## config.mk

```make
export PLATFORM = sky130hd
export DESIGN_NAME = priv_ret_unit
export DESIGN_NICKNAME = d
export VERILOG_FILES = /design/src/rtl/priv_ret_unit.sv
export SDC_FILE = /design/constraint.sdc
export NUM_CORES = 1
export LEC_CHECK = 0
export CORE_ASPECT_RATIO = 1.1
export CORE_UTILIZATION = 35
export CTS_CLUSTER_SIZE = 10
export DETAILED_ROUTE_END_ITERATION = 6
export PLACE_DENSITY = 0.7
export SYNTH_ARGS = -nofsm -noshare
export SYNTH_HDL_FRONTEND = slang
export SYNTH_SLANG_ARGS = --single-unit
```

## constraint.sdc

```tcl
create_clock -name clk -period 3.1 [get_ports clk]
set_clock_uncertainty 0.05 [all_clocks]
set_input_delay 0.465 -clock clk [delete_from_list [all_inputs] [get_ports clk]]
set_output_delay 0.465 -clock clk [all_outputs]
set_load 0.005 [all_outputs]
```

## src/rtl/priv_ret_unit.sv

```systemverilog
module priv_ret_unit #(
  parameter bit HAS_U = 1'b1
) (
  input  logic       clk,
  input  logic       rst_n,
  input  logic       mret_i,
  input  logic       sret_i,
  input  logic       csr_we_i,
  input  logic [7:0] csr_wdata_i,
  output logic [1:0] priv_o,
  output logic [7:0] status_o,
  output logic [1:0] data_priv_o,
  output logic       illegal_o
);

  localparam logic [1:0] PU  = 2'b00;
  localparam logic [1:0] PS  = 2'b01;
  localparam logic [1:0] PM  = 2'b11;
  localparam logic [1:0] LOW = HAS_U ? PU : PM;
  localparam logic       SPP_RST = !HAS_U;

  logic [1:0] priv, mpp;
  logic       mie, sie, mpie, spie, spp, mprv;

  wire        m_ok   = mret_i && (priv == PM);
  wire        s_ok   = sret_i && !mret_i && (priv != PU);
  wire [1:0]  s_tgt  = spp ? PS : PU;
  wire [1:0]  wr_mpp = csr_wdata_i[6:5];
  wire        mpp_ok = (wr_mpp == PM) || (wr_mpp == PS) || ((wr_mpp == PU) && HAS_U);

  assign illegal_o   = (mret_i && (priv != PM)) || (sret_i && !mret_i && (priv == PU));
  assign priv_o      = priv;
  assign status_o    = {mprv, mpp, spp, spie, mpie, sie, mie};
  assign data_priv_o = mprv ? mpp : priv;

  always_ff @(posedge clk) begin
    if (!rst_n) begin
      priv <= PM;
      mpp  <= PM;
      mie  <= 1'b0;
      sie  <= 1'b0;
      mpie <= 1'b0;
      spie <= 1'b0;
      spp  <= SPP_RST;
      mprv <= 1'b0;
    end else if (m_ok) begin
      priv <= mpp;
      mie  <= mpie;
      mpie <= 1'b1;
      mpp  <= LOW;
      if (mpp != PM) mprv <= 1'b0;
    end else if (s_ok) begin
      priv <= s_tgt;
      sie  <= spie;
      spie <= 1'b1;
      spp  <= SPP_RST;
      mprv <= 1'b0;
    end else if (csr_we_i && !mret_i && !sret_i) begin
      mie  <= csr_wdata_i[0];
      sie  <= csr_wdata_i[1];
      mpie <= csr_wdata_i[2];
      spie <= csr_wdata_i[3];
      spp  <= HAS_U ? csr_wdata_i[4] : 1'b1;
      if (mpp_ok) mpp <= wr_mpp;
      mprv <= HAS_U && csr_wdata_i[7];
    end
  end

  AST_MRET_TARGET: assert property (@(posedge clk) disable iff (!rst_n)
    m_ok |=> (priv == $past(mpp)) && mpie) else $error("mret target");

  AST_SRET_ENABLE: assert property (@(posedge clk) disable iff (!rst_n)
    s_ok |=> (sie == $past(spie)) && spie) else $error("sret enable");

  AST_DROP_MPRV: assert property (@(posedge clk) disable iff (!rst_n)
    ((m_ok && (mpp != PM)) || s_ok) |=> !mprv) else $error("mprv kept");

  AST_MPP_LEGAL: assert property (@(posedge clk) disable iff (!rst_n)
    mpp != 2'b10) else $error("mpp illegal");

  AST_ILLEGAL_HOLD: assert property (@(posedge clk) disable iff (!rst_n)
    illegal_o |=> $stable(status_o) && $stable(priv_o)) else $error("illegal changed");

  AST_RET_WINS: assert property (@(posedge clk) disable iff (!rst_n)
    (csr_we_i && s_ok) |=> (priv == $past(s_tgt))) else $error("write won");

endmodule

```

==> results.json, run 1 <==
{
  "cts-hold-fix-buffers": 0,
  "worst_pin_slew_ps": 328,
  "synthTopCellsByArea": "dfxtp_1 (37%), buf_4 (8.3%), nand2_1 (6.9%)",
  "grt_pass1_wl_um": 2060,
  "ir_worst_vdd_mv": 0.225,
  "gr-total-overflow": 0,
  "core_um2": 1400,
  "p_leak_nw": 0.313,
  "wl_per_cell_um": 12.3,
  "relSlewSlack_pct": 78.1,
  "critPathCaptureType": "output pin",
  "syn_area_per_cell_um2": 8.25,
  "required_ps": 2580,
  "regArea_um2": 200,
  "antennaDiodeCount": 0,
  "drtIter0Drc": 4,
  "firstDrtPassIters": 2,
  "clk_latency_ps": 270,
  "hold_slack_ps": 431,
  "vias_per_cell": 5.13,
  "design_area_um2": 801,
  "clkTransAtPathRegs_ps": 70,
  "synth_top_area_share_pct": 36.8,
  "hold_class": "flop to flop",
  "row_count": 14,
  "p_int_mw": 0.269,
  "p_switching_mw": 0.0973,
  "cts_tree": "built",
  "rrSetupSlack_ps": 1800,
  "initial_utilization_pct": 38.8,
  "drc": 0,
  "setup_viol": 0,
  "dpl_cell_area_um2": 764,
  "synth.distinct_cells": 29,
  "power.density_nw_per_um2": 458,
  "dieArea_um2": 1720,
  "yosysWarnings": 0,
  "fp.dieH_um": 43.4,
  "status": "finished, final reports clean",
  "p_sw_share_pct": 26.5,
  "timing_worst_setup_path_type": "primary input to output pin",
  "antenna_found_initial": 0,
  "multiInputGateArea_um2": 283,
  "vias": 533,
  "cts_buffer_depth": 2,
  "grt_setup_unrepaired": "no",
  "clkSinkCount": 10,
  "cts_root_buf": "clkbuf_4",
  "syn_inst": 66,
  "hp-start": "spie",
  "dpl.hpwl_um": 893,
  "hold_depth": 2,
  "finalCritPeriodShare_pct": 76.7,
  "fillers": 149,
  "grt_max_degree": 11,
  "fmax_mhz": 421,
  "cts_setup_buffers": 0,
  "hold_violations": 0,
  "port_buffers": 25,
  "setup_tns_ps": 0,
  "slew_viol_final": 0,
  "dp_cells": 100,
  "synth_seq_cells": 10,
  "fp.dieW_um": 39.6,
  "nets": 102,
  "pwr-share-comb_pct": 24.6,
  "startpoint": "mret_i",
  "layout.cells.non_filler": 104,
  "synth_nets": 79,
  "seq_power_share_pct": 42.1,
  "final.min_clock_period_ps": 2380,
  "power.clock.fraction_pct": 33.3,
  "pin_count": 26,
  "ys_seq_area_share_pct": 36.8,
  "cts_max_level": 1,
  "syn-cell-area_um2": 544,
  "drv_cap": 0,
  "synth_top_area_cell": "dfxtp_1",
  "startpoint_type": "primary input",
  "syn2layout_area_growth_pct": 47.1,
  "arrival_ps": 1860,
  "drive_gt1_share_pct": 12.5,
  "ant_nets": 0,
  "routed_wl_um": 1280,
  "reg2reg_depth": 4,
  "grt_usage_pct": 18.0,
  "r2r_start": "priv_o[0]",
  "place_congestion": 0.669,
  "numCtsBuffers": 3,
  "grt_pass1_vias": 469,
  "path_max_fanout": 6,
  "ctsResizeCount": 0
}
[synthesized netlist by cell type]
library cell and count:
mux2_2 2, o21ai_1 2, a311oi_1 2, nand3b_1 1, a21boi_0 1, nand4_1 1, a31oi_1 2, o21ai_0 3
buf_2 1, and2_4 1, o211ai_1 2, inv_1 3, a21boi_1 1, buf_4 6, nor2_1 6, nand2b_1 1
nand2_1 10, nor2b_2 1, nand3_1 1, a22oi_1 1, nand2_2 1, a21o_1 1, o31ai_1 1, and2_1 1
dfxtp_1 10, o32ai_1 1, nand3_2 1, o21ai_2 1, mux2i_1 1
[worst max-delay path, cell delays in order]
cell,delay (ps)
clkdlybuf4s50_1,570
a21boi_1,180
a21o_1,130
clkdlybuf4s50_1,500
[layout make-up]
cell class	count	share of cell area (%)
clock buffers	4	4.53
inverters	3	1.41
repair buffers	25	31.3
flip-flops and latches	10	25.0
well taps	16	2.50
multi-input cells	46	35.3
[layer usage]
| metal | GRT usage, % | wire length (um) | vias up |
|---|---|---|---|
| li1 | - | - | 275 |
| met1 | 24.6 | 600 | 243 |
| met2 | 25.2 | 613 | 13 |
| met3 | 4.62 | 51 | 2 |
| met4 | 10.3 | 10 | 0 |
| met5 | 0 | 0 | - |
[flip-flops by register name, indices dropped and copies added, names as in the netlist]
name    count
mpp         2
priv_o      2
mie         1
spp         1
mprv        1
mpie        1
spie        1
sie         1
[power by group through the flow]
stage	combinational, mW	sequential, mW	clock, mW
after floorplan	0.0455	0.154	0
after global placement	0.0892	0.157	0
after detailed placement	0.0901	0.157	0
after CTS	0.0913	0.154	0.129
after global routing	0.0998	0.156	0.137
final	0.0903	0.154	0.122
[per-stage QoR]
stage | utilization [%] | total power [mW] | setup WS, ps
2_1_floorplan | - | 0.200 | 1830
3_3_place_gp | 54.6 | 0.246 | 740
3_5_place_dp | 54.6 | 0.247 | 722
4_1_cts | 57.1 | 0.374 | 724
5_1_grt | 57.1 | 0.392 | 653
6_report | 57.1 | 0.367 | 724
[path summary, 6_finish.rpt]
path	end
max	illegal_o
min	spie
max reg2reg	mprv
min reg2reg	spie
[layout by cell type, fill, tap and decap left out, types with 2 or more instances in the layout]
master and instances:
o21ai_0 3, clkdlybuf4s50_1 25, mux2_2 2, nor2_1 6, nand2_1 10, inv_1 3, dfxtp_1 10, clkbuf_4 3
a31oi_1 2, a311oi_1 2, o21ai_1 2, o211ai_1 2
[kinds of logic after synthesis]
| kind of cell | count (synthesis) | synth area share [%] |
|---|---|---|
| AOI/OAI and AO/OA | 18 | 23.0 |
| buffers and inverters | 10 | 11.3 |
| DFF | 10 | 36.8 |
| muxes | 3 | 5.98 |
| and+or+nand+nor | 25 | 23.0 |
No activity file was read; power rests on OpenSTA's default activity.
==> run 2, diff against run 1 <==
==> constraint.sdc (replaced) <==
create_clock -name clk -period 2.3 [get_ports clk]
set_clock_uncertainty 0.05 [all_clocks]
set_input_delay 0.345 -clock clk [delete_from_list [all_inputs] [get_ports clk]]
set_output_delay 0.345 -clock clk [all_outputs]
set_load 0.005 [all_outputs]
==> results.json, run 2 (synthesis gave the netlist of run 1 again) <==
{
  "pwr-share-comb_pct": 27.3,
  "cts-hold-fix-buffers": 0,
  "fillers": 139,
  "hold_violations": 0,
  "antenna_found_initial": 0,
  "numCtsBuffers": 3,
  "drv_cap": 0,
  "startpoint_type": "primary input",
  "cts_setup_buffers": 0,
  "setup_tns_ps": 0,
  "place_congestion": 0.673,
  "layout.cells.non_filler": 104,
  "arrival_ps": 1610,
  "cts_root_buf": "clkbuf_4",
  "layout_commonest_cell": "clkdlybuf4s50_1",
  "cts_max_level": 1,
  "grt_pass1_wl_um": 2010,
  "syn2layout_area_growth_pct": 46.0,
  "grt_pass1_vias": 471,
  "final.min_clock_period_ps": 2000,
  "initial_utilization_pct": 38.8,
  "timing_worst_setup_path_type": "primary input to output pin",
  "firstDrtPassIters": 4,
  "ant_nets": 0,
  "core_um2": 1400,
  "routed_wl_um": 1200,
  "critPathCaptureType": "output pin",
  "dpl.hpwl_um": 908,
  "p_switching_mw": 0.119,
  "fmax_mhz": 500,
  "worst_pin_slew_ps": 352,
  "fp.dieW_um": 39.6,
  "cts_tree": "built",
  "p_sw_share_pct": 26.6,
  "final_cell_mix": "clkdlybuf4s50_1 (25), nand2_1 (10), dfxtp_1 (10), nor2_1 (6)",
  "clkSinkCount": 10,
  "dieArea_um2": 1720,
  "path_max_fanout": 3,
  "ctsResizeCount": 0,
  "fp.dieH_um": 43.4,
  "p_leak_nw": 0.310,
  "grt_usage_pct": 17.5,
  "row_count": 14,
  "drive_gt1_share_pct": 12.5,
  "clkTransAtPathRegs_ps": 60,
  "ir_worst_vdd_mv": 0.417,
  "dpl_cell_area_um2": 772,
  "power.clock.fraction_pct": 26.3,
  "grt_setup_unrepaired": "no",
  "preCtsSetupSlack_ps": 300,
  "vias_per_cell": 5.05,
  "drtIter0Drc": 5,
  "clk_latency_ps": 260,
  "hold_class": "flop to flop",
  "drc": 0,
  "wl_per_cell_um": 11.5,
  "required_ps": 1900,
  "setup_viol": 0,
  "gr-total-overflow": 0,
  "relSlewSlack_pct": 76.5,
  "dp_cells": 101,
  "design_area_um2": 795,
  "post-route-util_pct": 56.7,
  "grt_max_degree": 11,
  "power.density_nw_per_um2": 564,
  "slew_viol_final": 0,
  "antennaDiodeCount": 0,
  "fin_ws_ps": 300,
  "seq_power_share_pct": 46.4,
  "status": "finished, final reports clean",
  "pin_count": 26,
  "nets": 103,
  "vias": 525,
  "p_int_mw": 0.329,
  "cts_buffer_depth": 2,
  "finalCritPeriodShare_pct": 87.0,
  "port_buffers": 25
}
-- run 2: worst paths after layout --
kind | startpoint | endpoint | slack, ps | cells after the start
hold / removal | spie | spie | 430 | 2
hold reg to reg | spie | spie | 430 | 2
setup reg to reg | priv_o[0] | mprv | 1010 | 4
setup / recovery | mret_i | illegal_o | 300 | 4
-- run 2: final cells by class --
cell class | instances | area (um2) | share of cell area (%)
Sequential cell | 10 | 200 | 25.2
Inverter | 3 | 11.3 | 1.42
Clock buffer | 3 | 22.5 | 2.83
Tap cell | 16 | 20.0 | 2.52
Multi-Input combinational cell | 46 | 283 | 35.6
Timing Repair Buffer | 26 | 258 | 32.4
-- run 2: critical path, stage by stage --
cell and delay (ps):
clkdlybuf4s50_1 470, a21boi_1 150, a21o_1 130, clkdlybuf4s50_1 500
-- run 2: per-stage QoR --
stage | hold WS [ps] | power (mW)
global route | 448 | 0.479
CTS | 432 | 0.455
finish | 428 | 0.448
global placement | 413 | 0.333
detailed placement | 420 | 0.335
floorplan | 396 | 0.270
-- run 2: power groups by stage --
stage / Combinational [mW] / Clock, mW / Sequential, mW
finish: 0.122 / 0.118 / 0.208
global route: 0.135 / 0.134 / 0.211
CTS: 0.123 / 0.124 / 0.208
detailed placement: 0.123 / 0 / 0.212
global placement: 0.121 / 0 / 0.212
floorplan: 0.0613 / 0 / 0.208
-- run 2: routing by layer --
| layer | GRT usage (%) | vias up | share of wire [%] |
|---|---|---|---|
| li1 | - | 272 | - |
| met1 | 23.1 | 237 | 46 |
| met3 | 9.23 | 0 | 5.8 |
| met5 | 0 | - | 0 |
| met2 | 24.3 | 16 | 48 |
| met4 | 6.21 | 0 | 0 |
==> run 3, diff against run 2 <==
--- a/config.mk
+++ b/config.mk
@@ -6,6 +6,7 @@
 export NUM_CORES = 1
 export LEC_CHECK = 0
 export CORE_ASPECT_RATIO = 1.1
+export CORE_MARGIN = 4
 export CORE_UTILIZATION = 35
 export CTS_CLUSTER_SIZE = 10
 export DETAILED_ROUTE_END_ITERATION = 6
==> results.json, run 3 (synthesis gave the netlist of run 1 again) <==
{
  "status": "finished, final reports clean",
  "p_int_mw": 0.364,
  "post-route-util_pct": 57.0,
  "row_count": 14,
  "core_um2": 1420,
  "antennaDiodeCount": 0,
  "fin_ws_ps": 291,
  "hold_depth": 2,
  "cts_tree": "built",
  "arrival_ps": 1610,
  "p_switching_mw": 0.130,
  "hold_violations": 0,
  "grt_max_degree": 11,
  "reg2reg_depth": 4,
  "holdPathEnd": "mpie",
  "hold_slack_ps": 427,
  "cts-hold-fix-buffers": 0,
  "routed_wl_um": 1320,
  "fmax_mhz": 498,
  "crit_slowest_cell": "clkdlybuf4s50_1",
  "clkSinkCount": 10,
  "place_congestion": 0.666,
  "dieArea_um2": 2250,
  "cp.depth": 4,
  "seq_power_share_pct": 42.1,
  "r2r_start": "priv_o[0]",
  "port_buffers": 25,
  "drive_gt1_share_pct": 13.5,
  "critical_path_buf_inv_count": 2,
  "layout_commonest_cell": "clkdlybuf4s50_1",
  "drv_cap": 0,
  "p_leak_nw": 0.317,
  "ant_nets": 0,
  "layout.cells.non_filler": 105,
  "grt_usage_pct": 12.7,
  "rrSetupSlack_ps": 980,
  "drc": 0,
  "grt_setup_unrepaired": "no",
  "syn2layout_area_growth_pct": 48.5,
  "cts_buffer_depth": 2,
  "critPathCaptureType": "output pin",
  "setup_viol": 0,
  "grt_pass1_wl_um": 2060,
  "required_ps": 1900,
  "crit_path_max_incr_delay_ps": 510,
  "cts_root_buf": "clkbuf_4",
  "drtIter0Drc": 12,
  "final.min_clock_period_ps": 2010,
  "cts_setup_buffers": 0,
  "dp_cells": 101,
  "initial_utilization_pct": 38.4,
  "slew_viol_final": 0,
  "path_max_fanout": 3,
  "wl_per_cell_um": 12.6,
  "finalCritPeriodShare_pct": 87.4,
  "nets": 103,
  "cts_max_level": 1,
  "gr-total-overflow": 0,
  "startpoint_type": "primary input",
  "crit_family": "buffers and inverters",
  "hp-start": "mpie",
  "antenna_found_initial": 0,
  "preCtsSetupSlack_ps": 292,
  "timing_worst_setup_path_type": "primary input to output pin",
  "firstDrtPassIters": 4,
  "ir_worst_vdd_mv": 0.320,
  "power.density_nw_per_um2": 611,
  "grt_pass1_vias": 496,
  "fp.dieW_um": 45.6,
  "pwr-share-comb_pct": 24.9,
  "ctsResizeCount": 0,
  "path_common_cell": "clkdlybuf4s50_1",
  "crit_chain": "clkdlybuf4s50_1 > a21boi_1 > a21o_1 > clkdlybuf4s50_1",
  "vias": 548,
  "numCtsBuffers": 3,
  "relSlewSlack_pct": 76.9,
  "p_sw_share_pct": 26.2,
  "clkTransAtPathRegs_ps": 70,
  "worst_pin_slew_ps": 346,
  "pin_count": 26,
  "fp.dieH_um": 49.4,
  "final_cell_mix": "clkdlybuf4s50_1 (25), nand2_1 (10), dfxtp_1 (10), nor2_1 (6)",
  "r2r_end": "mprv",
  "setup_tns_ps": 0,
  "power.clock.fraction_pct": 33.0,
  "dpl.hpwl_um": 990,
  "clk_latency_ps": 260,
  "vias_per_cell": 5.22,
  "hold_class": "flop to flop"
}
## run 3: cell types whose count changed in the layout (fill, tap and decap cells not counted)
cell,delta
clkbuf_8,+1
## run 3: per-layer routing
metal / routed length [um] / share of wire (%) / track usage, % / vias up
met5: 0 / 0 / 0 / -
met4: 14 / 1.1 / 5.85 / 0
met3: 99 / 7.5 / 4.43 / 2
met2: 615 / 46 / 19.1 / 20
met1: 595 / 45 / 15.7 / 253
li1: - / - / - / 273
## run 3: worst max-delay path by stage
stage          slack (ps)      start   endpoint
3_5_place_dp          290     mret_i  illegal_o
4_1_cts               290     mret_i  illegal_o
2_1_floorplan        1140  priv_o[0]       mprv
3_3_place_gp          300     mret_i  illegal_o
5_1_grt               250     mret_i  illegal_o
6_report              290     mret_i  illegal_o
## run 3: layout make-up
type | instances | area (um2)
clock buffer | 4 | 36.3
fill | 139 | 611
inverter | 3 | 11.3
multi-input combinational | 46 | 283
sequential | 10 | 200
tap | 16 | 20.0
timing repair buffer | 26 | 258
## run 3: per-stage QoR
stage	instance area, um2	power [mW]
finish	808	0.494
global placement	772	0.334
floorplan	544	0.270
CTS	808	0.500
global route	808	0.517
detailed placement	772	0.336
## run 3: power by group through the flow
stage               clock network [mW]  registers, mW  logic, mW
finish                           0.163          0.208      0.123
global placement                     0          0.212      0.122
detailed placement                   0          0.212      0.124
global route                     0.173          0.211      0.133
CTS                              0.167          0.208      0.125
floorplan                            0          0.208     0.0613
## run 3: worst register-to-register path: stages, from the launching register on
cell      delay [ps]
dfxtp_1          530
nand3_2          230
o32ai_1          220
o211ai_1         120
o31ai_1           90
